## config.mk

```make
export PLATFORM = sky130hd
export DESIGN_NAME = sysreg_ext_ctl
export DESIGN_NICKNAME = d
export VERILOG_FILES = /design/src/rtl/sysreg_ext_pkg.sv /design/src/rtl/sysreg_ext_decode.sv /design/src/rtl/sysreg_ext_trap_eval.sv /design/src/rtl/sysreg_ext_bank.sv /design/src/rtl/sysreg_ext_ctl.sv
export SDC_FILE = /design/constraint.sdc
export NUM_CORES = 1
export LEC_CHECK = 0
export ABC_AREA = 0
export CORE_MARGIN = 5
export CORE_UTILIZATION = 42
export DETAILED_ROUTE_END_ITERATION = 8
export PLACE_DENSITY = 0.84
export SYNTH_ARGS = -nofsm -noshare
export SYNTH_HDL_FRONTEND = slang
export SYNTH_SLANG_ARGS = --single-unit
```

## constraint.sdc

```tcl
create_clock -name clk -period 3.6 [get_ports clk]
set_clock_uncertainty 0.2 [all_clocks]
set_input_delay 0.54 -clock clk [delete_from_list [all_inputs] [get_ports clk]]
set_output_delay 0.54 -clock clk [all_outputs]
set_load 0.1 [all_outputs]
```

## src/rtl/sysreg_ext_pkg.sv

```systemverilog
package sysreg_ext_pkg;
   typedef enum logic [1:0] {
      OUT_ALLOW    = 2'd0,
      OUT_TRAP_EL2 = 2'd1,
      OUT_TRAP_EL3 = 2'd2,
      OUT_UNDEF    = 2'd3
   } outcome_e;

   typedef enum logic [2:0] {
      SEL_NONE  = 3'd0,
      SEL_L1    = 3'd1,
      SEL_L2    = 3'd2,
      SEL_ALIAS = 3'd3,
      SEL_L3    = 3'd4
   } sel_e;

   // bit positions decoded from neighbouring configuration registers
   localparam int SCR_EXT_EN_BIT  = 44;
   localparam int SCR_HX_EN_BIT   = 38;
   localparam int HCRX_EXT_EN_BIT = 15;

   localparam int NUM_COPIES = 3;
   localparam int IDX_W      = 2;

   localparam logic [IDX_W-1:0] IDX_L1 = 2'd0;
   localparam logic [IDX_W-1:0] IDX_L2 = 2'd1;
   localparam logic [IDX_W-1:0] IDX_L3 = 2'd2;
endpackage

```

## src/rtl/sysreg_ext_decode.sv

```systemverilog
module sysreg_ext_decode
   import sysreg_ext_pkg::*;
(
   input  logic [1:0] op0,
   input  logic [2:0] op1,
   input  logic [3:0] crn,
   input  logic [3:0] crm,
   input  logic [2:0] op2,
   output sel_e       sel
);
   logic base_hit;

   assign base_hit = (op0 == 2'd3) && (crn == 4'd1) && (crm == 4'd0) && (op2 == 3'd3);

   always_comb begin
      sel = SEL_NONE;
      if (base_hit) begin
         unique case (op1)
            3'd0:    sel = SEL_L1;
            3'd4:    sel = SEL_L2;
            3'd5:    sel = SEL_ALIAS;
            3'd6:    sel = SEL_L3;
            default: sel = SEL_NONE;
         endcase
      end
   end
endmodule

```

## src/rtl/sysreg_ext_trap_eval.sv

```systemverilog
module sysreg_ext_trap_eval
   import sysreg_ext_pkg::*;
#(
   parameter int CFG_W = 64
) (
   input  sel_e             sel,
   input  logic [1:0]       cur_el,
   input  logic             is_write,
   input  logic             strap_ext_ctl,
   input  logic             strap_hyp_ext,
   input  logic             strap_el3,
   input  logic             el2_enabled,
   input  logic [CFG_W-1:0] scr_val,
   input  logic [CFG_W-1:0] hcrx_val,
   input  logic             hcr_trvm,
   input  logic             hcr_tvm,
   input  logic             hcr_e2h,
   input  logic             fgt_rd_ctl,
   input  logic             fgt_wr_ctl,
   output outcome_e         outcome,
   output logic [IDX_W-1:0] copy_idx
);
   logic el3_gate;
   logic hx_enabled;
   logic fine_trap;
   logic hx_trap;
   outcome_e el2_rule;

   assign el3_gate   = strap_el3 && !scr_val[SCR_EXT_EN_BIT];
   assign hx_enabled = strap_hyp_ext && el2_enabled &&
                       (!strap_el3 || scr_val[SCR_HX_EN_BIT]);
   assign fine_trap  = el2_enabled &&
                       (is_write ? (hcr_tvm || fgt_wr_ctl) : (hcr_trvm || fgt_rd_ctl));
   assign hx_trap    = el2_enabled && (!hx_enabled || !hcrx_val[HCRX_EXT_EN_BIT]);
   assign el2_rule   = el3_gate ? OUT_TRAP_EL3 : OUT_ALLOW;

   always_comb begin
      outcome = OUT_UNDEF;
      unique case (sel)
         SEL_L1: begin
            unique case (cur_el)
               2'd0: outcome = OUT_UNDEF;
               2'd1: begin
                  if (fine_trap)     outcome = OUT_TRAP_EL2;
                  else if (hx_trap)  outcome = OUT_TRAP_EL2;
                  else if (el3_gate) outcome = OUT_TRAP_EL3;
                  else               outcome = OUT_ALLOW;
               end
               2'd2:    outcome = el2_rule;
               default: outcome = OUT_ALLOW;
            endcase
         end
         SEL_L2: begin
            if (cur_el < 2'd2)       outcome = OUT_UNDEF;
            else if (cur_el == 2'd2) outcome = el2_rule;
            else                     outcome = OUT_ALLOW;
         end
         SEL_ALIAS: begin
            if (cur_el < 2'd2 || !hcr_e2h) outcome = OUT_UNDEF;
            else if (cur_el == 2'd2)       outcome = el2_rule;
            else                           outcome = OUT_ALLOW;
         end
         SEL_L3:  outcome = (cur_el == 2'd3) ? OUT_ALLOW : OUT_UNDEF;
         default: outcome = OUT_UNDEF;
      endcase
      if (!strap_ext_ctl) outcome = OUT_UNDEF;
   end

   always_comb begin
      unique case (sel)
         SEL_L2:  copy_idx = IDX_L2;
         SEL_L3:  copy_idx = IDX_L3;
         default: copy_idx = IDX_L1;
      endcase
   end
endmodule

```

## src/rtl/sysreg_ext_bank.sv

```systemverilog
module sysreg_ext_bank
   import sysreg_ext_pkg::*;
#(
   parameter int DATA_W = 64,
   parameter int COPIES = NUM_COPIES
) (
   input  logic                     clk,
   input  logic                     rst_n,
   input  logic                     wr_en,
   input  logic [IDX_W-1:0]         sel_idx,
   input  logic [DATA_W-1:0]        wr_data,
   output logic [DATA_W-1:0]        rd_data,
   output logic [COPIES*DATA_W-1:0] copy_q
);
   logic [DATA_W-1:0] store [COPIES];

   for (genvar g = 0; g < COPIES; g++) begin : g_copy
      always_ff @(posedge clk or negedge rst_n) begin
         if (!rst_n)
            store[g] <= '0;
         else if (wr_en && (sel_idx == IDX_W'(g)))
            store[g] <= wr_data;
      end
      assign copy_q[g*DATA_W +: DATA_W] = store[g];
   end

   always_comb begin
      rd_data = '0;
      for (int i = 0; i < COPIES; i++)
         if (sel_idx == IDX_W'(i)) rd_data = store[i];
   end
endmodule

```

## src/rtl/sysreg_ext_ctl.sv

```systemverilog
module sysreg_ext_ctl
   import sysreg_ext_pkg::*;
#(
   parameter int DATA_W = 64,
   parameter int CFG_W  = 64,
   parameter int ID_W   = 4
) (
   input  logic              clk,
   input  logic              rst_n,
   input  logic              acc_valid,
   input  logic [1:0]        acc_op0,
   input  logic [2:0]        acc_op1,
   input  logic [3:0]        acc_crn,
   input  logic [3:0]        acc_crm,
   input  logic [2:0]        acc_op2,
   input  logic              acc_write,
   input  logic [DATA_W-1:0] acc_wdata,
   input  logic [1:0]        cur_el,
   input  logic              strap_ext_ctl,
   input  logic              strap_hyp_ext,
   input  logic              strap_el3,
   input  logic              el2_enabled,
   input  logic [CFG_W-1:0]  scr_val,
   input  logic [CFG_W-1:0]  hcrx_val,
   input  logic              hcr_trvm,
   input  logic              hcr_tvm,
   input  logic              hcr_e2h,
   input  logic              fgt_rd_ctl,
   input  logic              fgt_wr_ctl,
   output logic [1:0]        acc_outcome,
   output logic [DATA_W-1:0] acc_rdata,
   output logic [IDX_W-1:0]  acc_reg_idx,
   output logic [ID_W-1:0]   id_ext_field
);
   localparam int COPY_BITS = NUM_COPIES * DATA_W;

   if (CFG_W <= SCR_EXT_EN_BIT) begin : g_cfg_too_narrow
      $error("CFG_W must cover the highest decoded configuration bit");
   end
   if (DATA_W < 1) begin : g_data_too_narrow
      $error("DATA_W must be at least 1");
   end
   if (ID_W < 1) begin : g_id_too_narrow
      $error("ID_W must be at least 1");
   end

   sel_e             sel;
   outcome_e         outcome;
   logic [IDX_W-1:0] copy_idx;
   logic [DATA_W-1:0] bank_rdata;
   logic [COPY_BITS-1:0] copy_q;
   logic             allow;
   logic             hit;

   sysreg_ext_decode u_decode (
      .op0 (acc_op0),
      .op1 (acc_op1),
      .crn (acc_crn),
      .crm (acc_crm),
      .op2 (acc_op2),
      .sel (sel)
   );

   sysreg_ext_trap_eval #(.CFG_W(CFG_W)) u_eval (
      .sel           (sel),
      .cur_el        (cur_el),
      .is_write      (acc_write),
      .strap_ext_ctl (strap_ext_ctl),
      .strap_hyp_ext (strap_hyp_ext),
      .strap_el3     (strap_el3),
      .el2_enabled   (el2_enabled),
      .scr_val       (scr_val),
      .hcrx_val      (hcrx_val),
      .hcr_trvm      (hcr_trvm),
      .hcr_tvm       (hcr_tvm),
      .hcr_e2h       (hcr_e2h),
      .fgt_rd_ctl    (fgt_rd_ctl),
      .fgt_wr_ctl    (fgt_wr_ctl),
      .outcome       (outcome),
      .copy_idx      (copy_idx)
   );

   assign allow = (outcome == OUT_ALLOW);
   assign hit   = (sel != SEL_NONE);

   sysreg_ext_bank #(.DATA_W(DATA_W), .COPIES(NUM_COPIES)) u_bank (
      .clk     (clk),
      .rst_n   (rst_n),
      .wr_en   (acc_valid && acc_write && allow),
      .sel_idx (copy_idx),
      .wr_data (acc_wdata),
      .rd_data (bank_rdata),
      .copy_q  (copy_q)
   );

   always_ff @(posedge clk or negedge rst_n) begin
      if (!rst_n)
         acc_reg_idx <= '0;
      else if (acc_valid && hit)
         acc_reg_idx <= copy_idx;
   end

   assign acc_outcome  = outcome;
   assign acc_rdata    = allow ? bank_rdata : '0;
   assign id_ext_field = strap_ext_ctl ? ID_W'(1) : '0;
endmodule

```

# After elaboration in Yosys (flattened, before gate mapping)
# Index checks and enable logic that the tools add are counted.
[classes] n_lt_le_gt_ge=1 muxes=19 n_eq_ne=15 reduce_logical=30
[op_table] cell="two-way mux 64 bit" count=4
[op_table] cell="two-way mux 2 bit" count=8
[op_table] cell="logical AND 1 bit" count=14
[op_table] cell="equality test 3 bit (second input constant)" count=4
[op_table] cell="case mux 3 bit (4 select lines)" count=1
[op_table] cell="equality test 3 x 2 -> 1 bit (second input constant)" count=3
[op_table] cell="equality test 2 bit (second input constant)" count=4
[op_table] cell="case mux 2 bit (4 select lines)" count=1
[op_table] cell="zero test 2 bit" count=3
[op_table] cell="case mux 2 bit (3 select lines)" count=1
[op_table] cell="zero test 1 bit" count=5
[op_table] cell="logical OR 1 bit" count=5
[op_table] cell="equality test 2 x 1 -> 1 bit (second input constant)" count=2
[op_table] cell="equality test 4 x 1 -> 1 bit (second input constant)" count=1
[op_table] cell="zero test 4 bit" count=1
[op_table] cell="case mux 2 bit (2 select lines)" count=1
[op_table] cell="equality test 3 x 1 -> 1 bit (second input constant)" count=1
[op_table] cell="zero test 3 bit" count=1
[op_table] cell="two-way mux 3 bit" count=1
[op_table] cell="nonzero test 3 bit" count=1
[op_table] cell="less-than comparator 2 bit (second input constant)" count=1
[op_table] cell="two-way mux 1 bit" count=2
[word_totals] output_inout_bits=72 word_cells=69 regBits=194 input_bits=223

# Depth between registers and ports, before layout
# Gate-level depths: netlist (run 1).
[depth] ltp_word=14 ltp_mapped=9 mapped_depth_nobuf=6

# Cells and area by module
# Synthesis (run 1) repeated with hierarchy kept, for this count alone.
[unflattened] hier_cells=678 hier_area_um2=9442.8
[modules_own_cells] mod="sysreg_ext_bank" seq_area_each_um2=4804.6 area_per_inst_um2=8559.5 cells_per_inst=558 instances=1
[modules_own_cells] mod="sysreg_ext_ctl" seq_area_each_um2=50.0 area_per_inst_um2=613.1 cells_per_inst=83 instances=1
[modules_own_cells] mod="sysreg_ext_trap_eval" seq_area_each_um2=0.0 area_per_inst_um2=175.2 cells_per_inst=24 instances=1
[modules_own_cells] mod="sysreg_ext_decode" seq_area_each_um2=0.0 area_per_inst_um2=95.1 cells_per_inst=13 instances=1

# Worst setup path after synthesis (run 1)
# No wires, ideal clock.
[synth_timing] kind="input to output" from="input port acc_crn[3]" to="output port acc_rdata[33]" path_buffers=2 path_stages=7 arrival_time_ns=5.158 setup_slack_ns=-2.298 t_required_ns=2.860 path_cell_list="or4_4 > nor4_4 > nand4_4 > or2_2 > clkbuf_1 > buf_1 > a211oi_1"
[synth_between] elab_cells_between_ends=20 cone_classes="eq/ne: 7; mux: 8; reduce/logical: 5"
[synth_rtl] item="from (decl)" line="sysreg_ext_ctl.sv:13" rtl="input logic [3:0] acc_crn,"
[synth_rtl] item="equality test 4 x 1 -> 1 bit (*)" line="sysreg_ext_decode.sv:13" rtl="assign base_hit = (op0 == 2'd3) && (crn == 4'd1) && (crm == 4'd0) && (op2 == 3'd3);"
[synth_rtl] item="logical AND 1 bit (*) (3 in a row)" line="sysreg_ext_decode.sv:13"
[synth_rtl] item="two-way mux 3 bit (*)" line="sysreg_ext_decode.sv:17" rtl="if (base_hit) begin"
[synth_rtl] item="equality test 3 bit, or another cell as far along" line="sysreg_ext_trap_eval.sv:39" rtl="unique case (sel)"
[synth_rtl] item="case mux 2 bit (4 select lines) (*)" line="sysreg_ext_trap_eval.sv:39"
[synth_rtl] item="two-way mux 2 bit (*)" line="sysreg_ext_trap_eval.sv:66" rtl="if (!strap_ext_ctl) outcome = OUT_UNDEF;"
[synth_rtl] item="via acc_outcome[0]" line="sysreg_ext_ctl.sv:30" rtl="output logic [1:0] acc_outcome,"
[synth_rtl] item="zero test 2 bit (*)" line="sysreg_ext_ctl.sv:83" rtl="assign allow = (outcome == OUT_ALLOW);"
[synth_rtl] item="two-way mux 64 bit (*)" line="sysreg_ext_ctl.sv:104" rtl="assign acc_rdata = allow ? bank_rdata : '0;"
[synth_rtl] item="to (decl)" line="sysreg_ext_ctl.sv:31" rtl="output logic [DATA_W-1:0] acc_rdata,"
# Mark *: on every way through the listed nets, which the timed path passes. The rest lies on a longest branch.

# Final worst setup path (run 1)
[layout_timing] from="input port cur_el[1]" to="output port acc_rdata[48]"
[layout_between] elab_chain_len=7 elab_cells_between_ends=15 cone_classes="order compare: 1; eq/ne: 3; mux: 8; reduce/logical: 3"
[layout_lines] item="from (decl)" line="sysreg_ext_ctl.sv:18" rtl="input logic [1:0] cur_el,"
[layout_lines] item="less-than comparator 2 bit / equality test 2 bit (equally long branches)"
[layout_lines] item="logical OR 1 bit / two-way mux 2 bit (equally long branches)" line="sysreg_ext_trap_eval.sv:59, sysreg_ext_trap_eval.sv:55, sysreg_ext_trap_eval.sv:60"
[layout_lines] item="two-way mux 2 bit, on equally long branches" line="sysreg_ext_trap_eval.sv:59, sysreg_ext_trap_eval.sv:54"
[layout_lines] item="case mux 2 bit (4 select lines) (*)" line="sysreg_ext_trap_eval.sv:39"
[layout_lines] item="two-way mux 2 bit (*)" line="sysreg_ext_trap_eval.sv:66"
[layout_lines] item="zero test 2 bit (*)" line="sysreg_ext_ctl.sv:83"
[layout_lines] item="two-way mux 64 bit (*)" line="sysreg_ext_ctl.sv:104"
# Every way passes the cells marked *; elsewhere a longest branch is shown, timed or not.

==> summary.txt, run 1 <==
Leakage = 7.095 nW
I/O pin cnt = 295
Critical Path RT = 2.86 ns
Commonest register cell after synthesis = dfrtp_1
Int Power = 0.003447 W
Post-synth cell types = 38
Crit Path Max Fanout = 5
Final setup margin = 0.03812 ns
Number of synthesized flops with an enable pin = 0
Max Buffers Root-to-Sink = 2
Final antenna-violating net count = 0
Tmin final = 3.562 ns
GRT Total Usage = 0.2129
Final period util = 0.9894
Die Span Y = 158.7 µm
Gpl congestion = 0.7765
Min-Delay Path Depth = 3
Die area = 0.02518 mm²
Unrepaired setup endpoints after global routing = true
Initial drt markers = 243
Syn_area_per_cell = 13.59 µm²
Remaining DRCs = 0
CP peak stage delay = 0.50 ns
Hold crit path type = in2reg
FMAX = 280.8 MHz
Ys async rst share = 1.000
Die Width = 158.7 µm
Pre-antenna DRT Iters = 4
Root buf cell = clkbuf_16
Dpl hpwl = 15890 µm
Starting Density = 0.4255
Worst rel slew slack = 0.3344
Maximum Capacitance Violations = 0
Reg2reg path depth = 1
Comb pwr share = 0.058
FF+latch count, synth = 194
DP Cell Count = 1135
Synth top area share = 0.5228
H-Tree Level Count = 4
Status = complete, no violations
Synth top area cells = dfrtp_1, mux2_2, mux2_4, mux2i_1, a211oi_1
CP Launch Type = primary input
Crit-path slowest cell = clkdlybuf4s50_1
Finished Layout Cells = 1200
Clk_lat worst skew = 0.42 ns
Vias per std cell = 5.388
Syn. warnings = 0
Cell taking the most area after synthesis = dfrtp_1
Clock Power Share = 0.459
Sequential fraction of the synthesis area = 0.5228
Maximum VDD drop = 0.3461 mV
Initial antenna violation count = 0
Largest net degree at the start of global routing = 82
Synthesized instance count = 683
Crit path kind = in2out
P&R area growth vs syn = 60.11%
Worst Tran Pin Value = 0.9952 ns
Setup crit end kind = output port
Vias in the first global route = 7353
Sequential power share = 0.482
Total CTS buffers = 17
PortBufs = 166
Critical path data arrival time = 2.82 ns
CTS tree = yes
Wirelength, routed = 25810 µm
Critical path cell sequence = clkdlybuf4s50_1, buf_4, nand2_1, a31oi_1, buf_4, a31oi_2, or2_4, buf_12, buf_16, buf_6, a211oi_4, buf_12
Post-Place Worst Slack = -0.3365 ns
Via count = 6465
# rows = 54
WHS = 0.2822 ns
Layout Nets = 1130
Share of cells above drive strength 1 = 0.5467
Setup TNS = 0 ns
Post-synthesis cell area = 0.009285 mm²
Antenna diodes = 0
Reg clk slew, reported paths = 0.07 ns
Switch Pwr = 0.001067 W
Final core occ = 0.6812
Grt ovf = 0
Final Hold Viols = 0
Max Slew Vio Count = 0
Clk sinks = 194
Switching power share of the total = 0.2363
Final setup fails = 0
Core ar. = 0.02182 mm²
Global-route wire length before repair = 41460 µm
Pwr/cell area = 303.6 mW/mm²
Drt wl/cell = 21.51 µm
[power by group through the flow]
| stage | Sequential, W | Combinational, W | Clock [W] |
|---|---|---|---|
| floorplan | 0.00222 | 0.0000449 | 0 |
| global placement | 0.00222 | 0.000242 | 0 |
| detailed placement | 0.00222 | 0.000248 | 0 |
| CTS | 0.00218 | 0.000257 | 0.00212 |
| global route | 0.00218 | 0.000284 | 0.00222 |
| finish | 0.00218 | 0.000264 | 0.00207 |
[cell usage in the layout, fill, tap and decap left out, types with 4 or more instances in the layout]
cell             instances
dfrtp_1                194
mux2_4                 120
buf_12                  90
clkdlybuf4s50_1         83
mux2_2                  72
mux2i_1                 64
a211oi_4                64
buf_4                   42
nor2_1                  41
clkbuf_16               17
nor2_2                  15
nor2_4                  12
buf_16                  11
buf_6                   10
inv_6                    6
nand2_1                  4
inv_1                    4
clkinv_8                 4
buf_2                    4
dlygate4sd2_1            4
[through the flow]
stage / total power [W] / cell area (µm²)
finish: 0.004513 / 14870
global route: 0.004678 / 14870
global placement: 0.002463 / 13390
floorplan: 0.002266 / 10490
detailed placement: 0.002469 / 13390
CTS: 0.004550 / 14750
[metal layers]
layer | vias up | track usage | wire [µm]
met5 | - | 0 | 0
met3 | 31 | 0.04865 | 1352
met1 | 3377 | 0.2862 | 11070
met4 | 0 | 0.05158 | 318
li1 | 2873 | - | -
met2 | 184 | 0.3523 | 13070
[cell type report]
cell class / count / area, µm²
clock buffers: 17 / 425.4
flip-flops and latches: 194 / 4855
fillers: 1399 / 6957
multi-input cells: 434 / 5403
well taps: 280 / 350.3
clock inverters: 15 / 230.2
repair buffers: 255 / 3585
inverters: 5 / 18.77
[flip-flops by register name (all words and copies together), names as in the netlist]
| register | count |
|---|---|
| u_bank.copy_q | 192 |
| acc_reg_idx | 2 |
[cell families (layout without fill, tap and decap cells)]
| group | count (synthesis) | in the layout | share of synthesized area |
|---|---|---|---|
| simple gates | 94 | 94 | 0.04878 |
| other cells | 1 | 3 | 0.0004039 |
| compound gates | 80 | 80 | 0.06522 |
| mux | 256 | 256 | 0.3261 |
| buf+inv | 57 | 292 | 0.03558 |
| fa+ha+maj | 1 | 1 | 0.001078 |
| flops | 194 | 194 | 0.5228 |
[worst paths after layout]
kind,start,end,slack (ns)
min in group asynchronous,rst_n,u_bank.copy_q[146],0.50
max in group asynchronous,rst_n,u_bank.copy_q[164],1.84
min,acc_op1[0],acc_reg_idx[0],0.28
min reg2reg,u_bank.copy_q[66],u_bank.copy_q[66],0.31
max reg2reg,u_bank.copy_q[160],u_bank.copy_q[160],2.57
max,cur_el[1],acc_rdata[48],0.04
[Yosys cell counts (2+ instances only)]
cell / n
dfrtp_1: 194
mux2_2: 126
nor2_1: 68
a211oi_1: 64
mux2i_1: 64
mux2_4: 60
clkbuf_1: 26
buf_6: 12
buf_2: 6
mux2_1: 6
o21ai_0: 6
buf_4: 5
inv_1: 5
nand2_1: 5
nand3_1: 5
a31oi_1: 3
buf_1: 3
or3b_2: 3
or2_2: 2
or4_1: 2
[critical path, delay by kind of cell]
kind                   cells  cell delay (ns)
AND/OR/NAND/NOR            2             0.37
buffers and inverters      7             1.40
AO/OA/AOI/OAI              3             0.50
[timing repair]
action                                 in CTS  in global routing
gates cloned                               11                  0
pin swaps                                  22                  8
resized for setup                         101                 17
hold buffers                                1                  0
setup buffers                              15                  7
setup endpoints to repair                  64                 61
endpoints found under the hold margin      71                  0
Note: power is estimated with default switching activity, not from simulation.
==> run 2, diff against run 1 <==
- CTS_CLUSTER_SIZE: default -> 14
- SETUP_SLACK_MARGIN: default -> 0.3
==> summary.txt, run 2 (synthesis results as in run 1) <==
Status = finished with violations (was complete, no violations)
Failing checks = negative setup slack
Largest net degree at the start of global routing = 87 (was 82)
Dpl hpwl = 15480 µm (was 15890 µm)
Final core occ = 0.6984 (was 0.6812)
Layout Nets = 1153 (was 1130)
Clk_lat worst skew = 0.42 ns (about the same)
Critical Path RT = 3.71 ns (was 2.86 ns)
Setup TNS = -3.969 ns (was 0 ns)
Clk sinks = 194 (unchanged)
Starting Density = 0.4255 (unchanged)
Die Span Y = 158.7 µm (unchanged)
Wirelength, routed = 29010 µm (was 25810 µm)
Crit path kind = in2reg (was in2out)
Max Slew Vio Count = 0 (unchanged)
Final Hold Viols = 0 (unchanged)
CP Launch Type = primary input (unchanged)
Crit-path slowest cell = a2111oi_4 (was clkdlybuf4s50_1)
Critical path cell sequence = dlygate4sd2_1, or4bb_4, nor4_4, buf_4, buf_4, buf_6, nor2_4, a31oi_4, buf_6, buf_4, buf_6, buf_6, buf_6, buf_6, buf_6, buf_6, buf_6, buf_4, a2111oi_4, buf_6, clkbuf_16, mux2_4 (was clkdlybuf4s50_1, buf_4, nand2_1, a31oi_1, buf_4, a31oi_2, or2_4, buf_12, buf_16, buf_6, a211oi_4, buf_12)
Critical path data arrival time = 3.80 ns (was 2.82 ns)
H-Tree Level Count = 4 (unchanged)
Remaining DRCs = 0 (unchanged)
Die Width = 158.7 µm (unchanged)
Global-route wire length before repair = 41850 µm (was 41460 µm)
Final setup fails = 125 (was 0)
Root buf cell = clkbuf_16 (unchanged)
Reg clk slew, reported paths = 0.08 ns (was 0.07 ns)
# rows = 54 (unchanged)
Final antenna-violating net count = 0 (unchanged)
Final period util = 1.024 (was 0.9894)
Initial drt markers = 377 (was 243)
Unrepaired setup endpoints after global routing = true (unchanged)
Share of cells above drive strength 1 = 0.5429 (was 0.5467)
PortBufs = 166 (unchanged)
Vias per std cell = 5.498 (was 5.388)
Reg2reg path depth = 1 (unchanged)
Vias in the first global route = 7406 (was 7353)
Maximum Capacitance Violations = 0 (unchanged)
Maximum VDD drop = 0.2499 mV (was 0.3461 mV)
Leakage = 7.377 nW (was 7.095 nW)
I/O pin cnt = 295 (unchanged)
Min-Delay Path Depth = 3 (unchanged)
Antenna diodes = 0 (unchanged)
FF-to-FF End = u_bank.copy_q[133] (was u_bank.copy_q[160])
Grt ovf = 0 (unchanged)
Max Buffers Root-to-Sink = 2 (unchanged)
Core ar. = 0.02182 mm² (unchanged)
Via count = 6724 (was 6465)
Drt wl/cell = 23.72 µm (was 21.51 µm)
Worst reg2reg setup slack = 2.58 ns (was 2.57 ns)
Worst Tran Pin Value = 1.014 ns (was 0.9952 ns)
Final setup margin = -0.08737 ns (was 0.03812 ns)
Most frequent CP cell = buf_6
Worst r2r src = u_bank.copy_q[133] (was u_bank.copy_q[160])
Worst Min Path Start = acc_op1[0] (unchanged)
Pwr/cell area = 287.8 mW/mm² (was 303.6 mW/mm²)
Largest register FFs = 192 (unchanged)
Most common cell after layout, fill and taps aside = dfrtp_1 (unchanged)
Most frequent cells in the layout = dfrtp_1, mux2_4, buf_12 (unchanged)
Pre-antenna DRT Iters = 4 (unchanged)
Worst rel slew slack = 0.3222 (was 0.3344)
Tmin final = 3.687 ns (was 3.562 ns)
Total CTS buffers = 17 (unchanged)
CTS tree = yes (unchanged)
Initial antenna violation count = 0 (unchanged)
WHS = 0.2731 ns (was 0.2822 ns)
Crit Path Max Fanout = 8 (was 5)
Hold EP = acc_reg_idx[0] (unchanged)
FMAX = 271.2 MHz (was 280.8 MHz)
Hold crit path type = in2reg (unchanged)
Setup crit end kind = flip-flop (was output port)
Die area = 0.02518 mm² (unchanged)
P&R area growth vs syn = 64.14% (was 60.11%)
CP peak stage delay = 0.32 ns (was 0.50 ns)
GRT Total Usage = 0.2136 (was 0.2129)
Gpl congestion = 0.7525 (was 0.7765)
run 2: cell types whose count changed in the layout (fill, tap and decap cells not counted), moves of 7 or more:
| cell | before | now |
|---|---|---|
| nor2_1 | 41 | 62 |
| buf_6 | 10 | 30 |
| clkdlybuf4s50_1 | 83 | 70 |
| nor2_2 | 15 | 2 |
| clkbuf_16 | 17 | 29 |
| buf_4 | 42 | 31 |
| nor2_4 | 12 | 4 |
| mux2_2 | 72 | 65 |
| mux2_4 | 120 | 127 |
run 2: worst max-delay path: cells and delay by family:
kind	cells	cell delay, ns
mux	1	0.30
simple gates	3	0.35
buf+inv	16	2.20
compound gates	2	0.37
run 2: worst max path at each step:
stage	start	endpoint	slack, ns
floorplan	acc_crm[3]	acc_rdata[10]	-0.90
global placement	acc_op1[2]	acc_rdata[43]	-0.34
global route	acc_crm[0]	acc_rdata[2]	-0.16
finish	acc_op2[0]	u_bank.copy_q[6]	-0.09
detailed placement	acc_op1[1]	acc_rdata[46]	-0.28
CTS	acc_crm[0]	acc_rdata[60]	-0.04
run 2: per-stage QoR:
stage | cells | area [µm²] | worst slack (ns) | total power, W
after floorplan | 685 | 10500 | -0.9050 | 0.002266
after global placement | 1122 | 13270 | -0.3412 | 0.002456
after detailed placement | 1122 | 13270 | -0.2775 | 0.002462
after CTS | 1196 | 14610 | -0.03563 | 0.004390
after global routing | 1223 | 15240 | -0.1577 | 0.004523
final | 1223 | 15240 | -0.08737 | 0.004386
run 2: report_power, final:
group | internal (W) | leakage [nW] | switching (W) | total, W
clock network | 0.000995 | 0.285 | 0.000938 | 0.00193
registers | 0.00218 | 2.71 | 0.000000101 | 0.00218
logic | 0.000133 | 4.39 | 0.000144 | 0.000277
total | 0.00330 | 7.38 | 0.00108 | 0.00439
run 2: layout make-up:
class                           count  area (µm²)
Sequential cell                   194        4855
Fill cell                        1377        6583
Clock inverter                     15       162.7
Tap cell                          280       350.3
Clock buffer                       17       425.4
Timing Repair Buffer              278        4071
Inverter                            5       18.77
Multi-Input combinational cell    434        5358
run 2: repair_timing:
action / 4_1_cts / 5_1_grt
hold buffers: 1 / 0
resized for setup: 106 / 48
hold endpoints to repair: 50 / 0
endpoints found under the setup margin: 129 / 193
cloned: 10 / 18
pin swaps: 47 / 23
setup buffers: 31 / 9
run 2: metal layers:
layer | track usage | vias to the layer above | share of wire
met4 | 0.04346 | 0 | 0.015
met2 | 0.3680 | 202 | 0.52
met3 | 0.03860 | 33 | 0.043
met5 | 0 | - | 0
met1 | 0.2844 | 3565 | 0.42
li1 | - | 2924 | -
==> run 3, diff against run 2 <==
- SLEW_MARGIN: default -> 20
==> results of run 3 <==
Same layout as run 2: the final DEF is identical, and so are final timing and power.
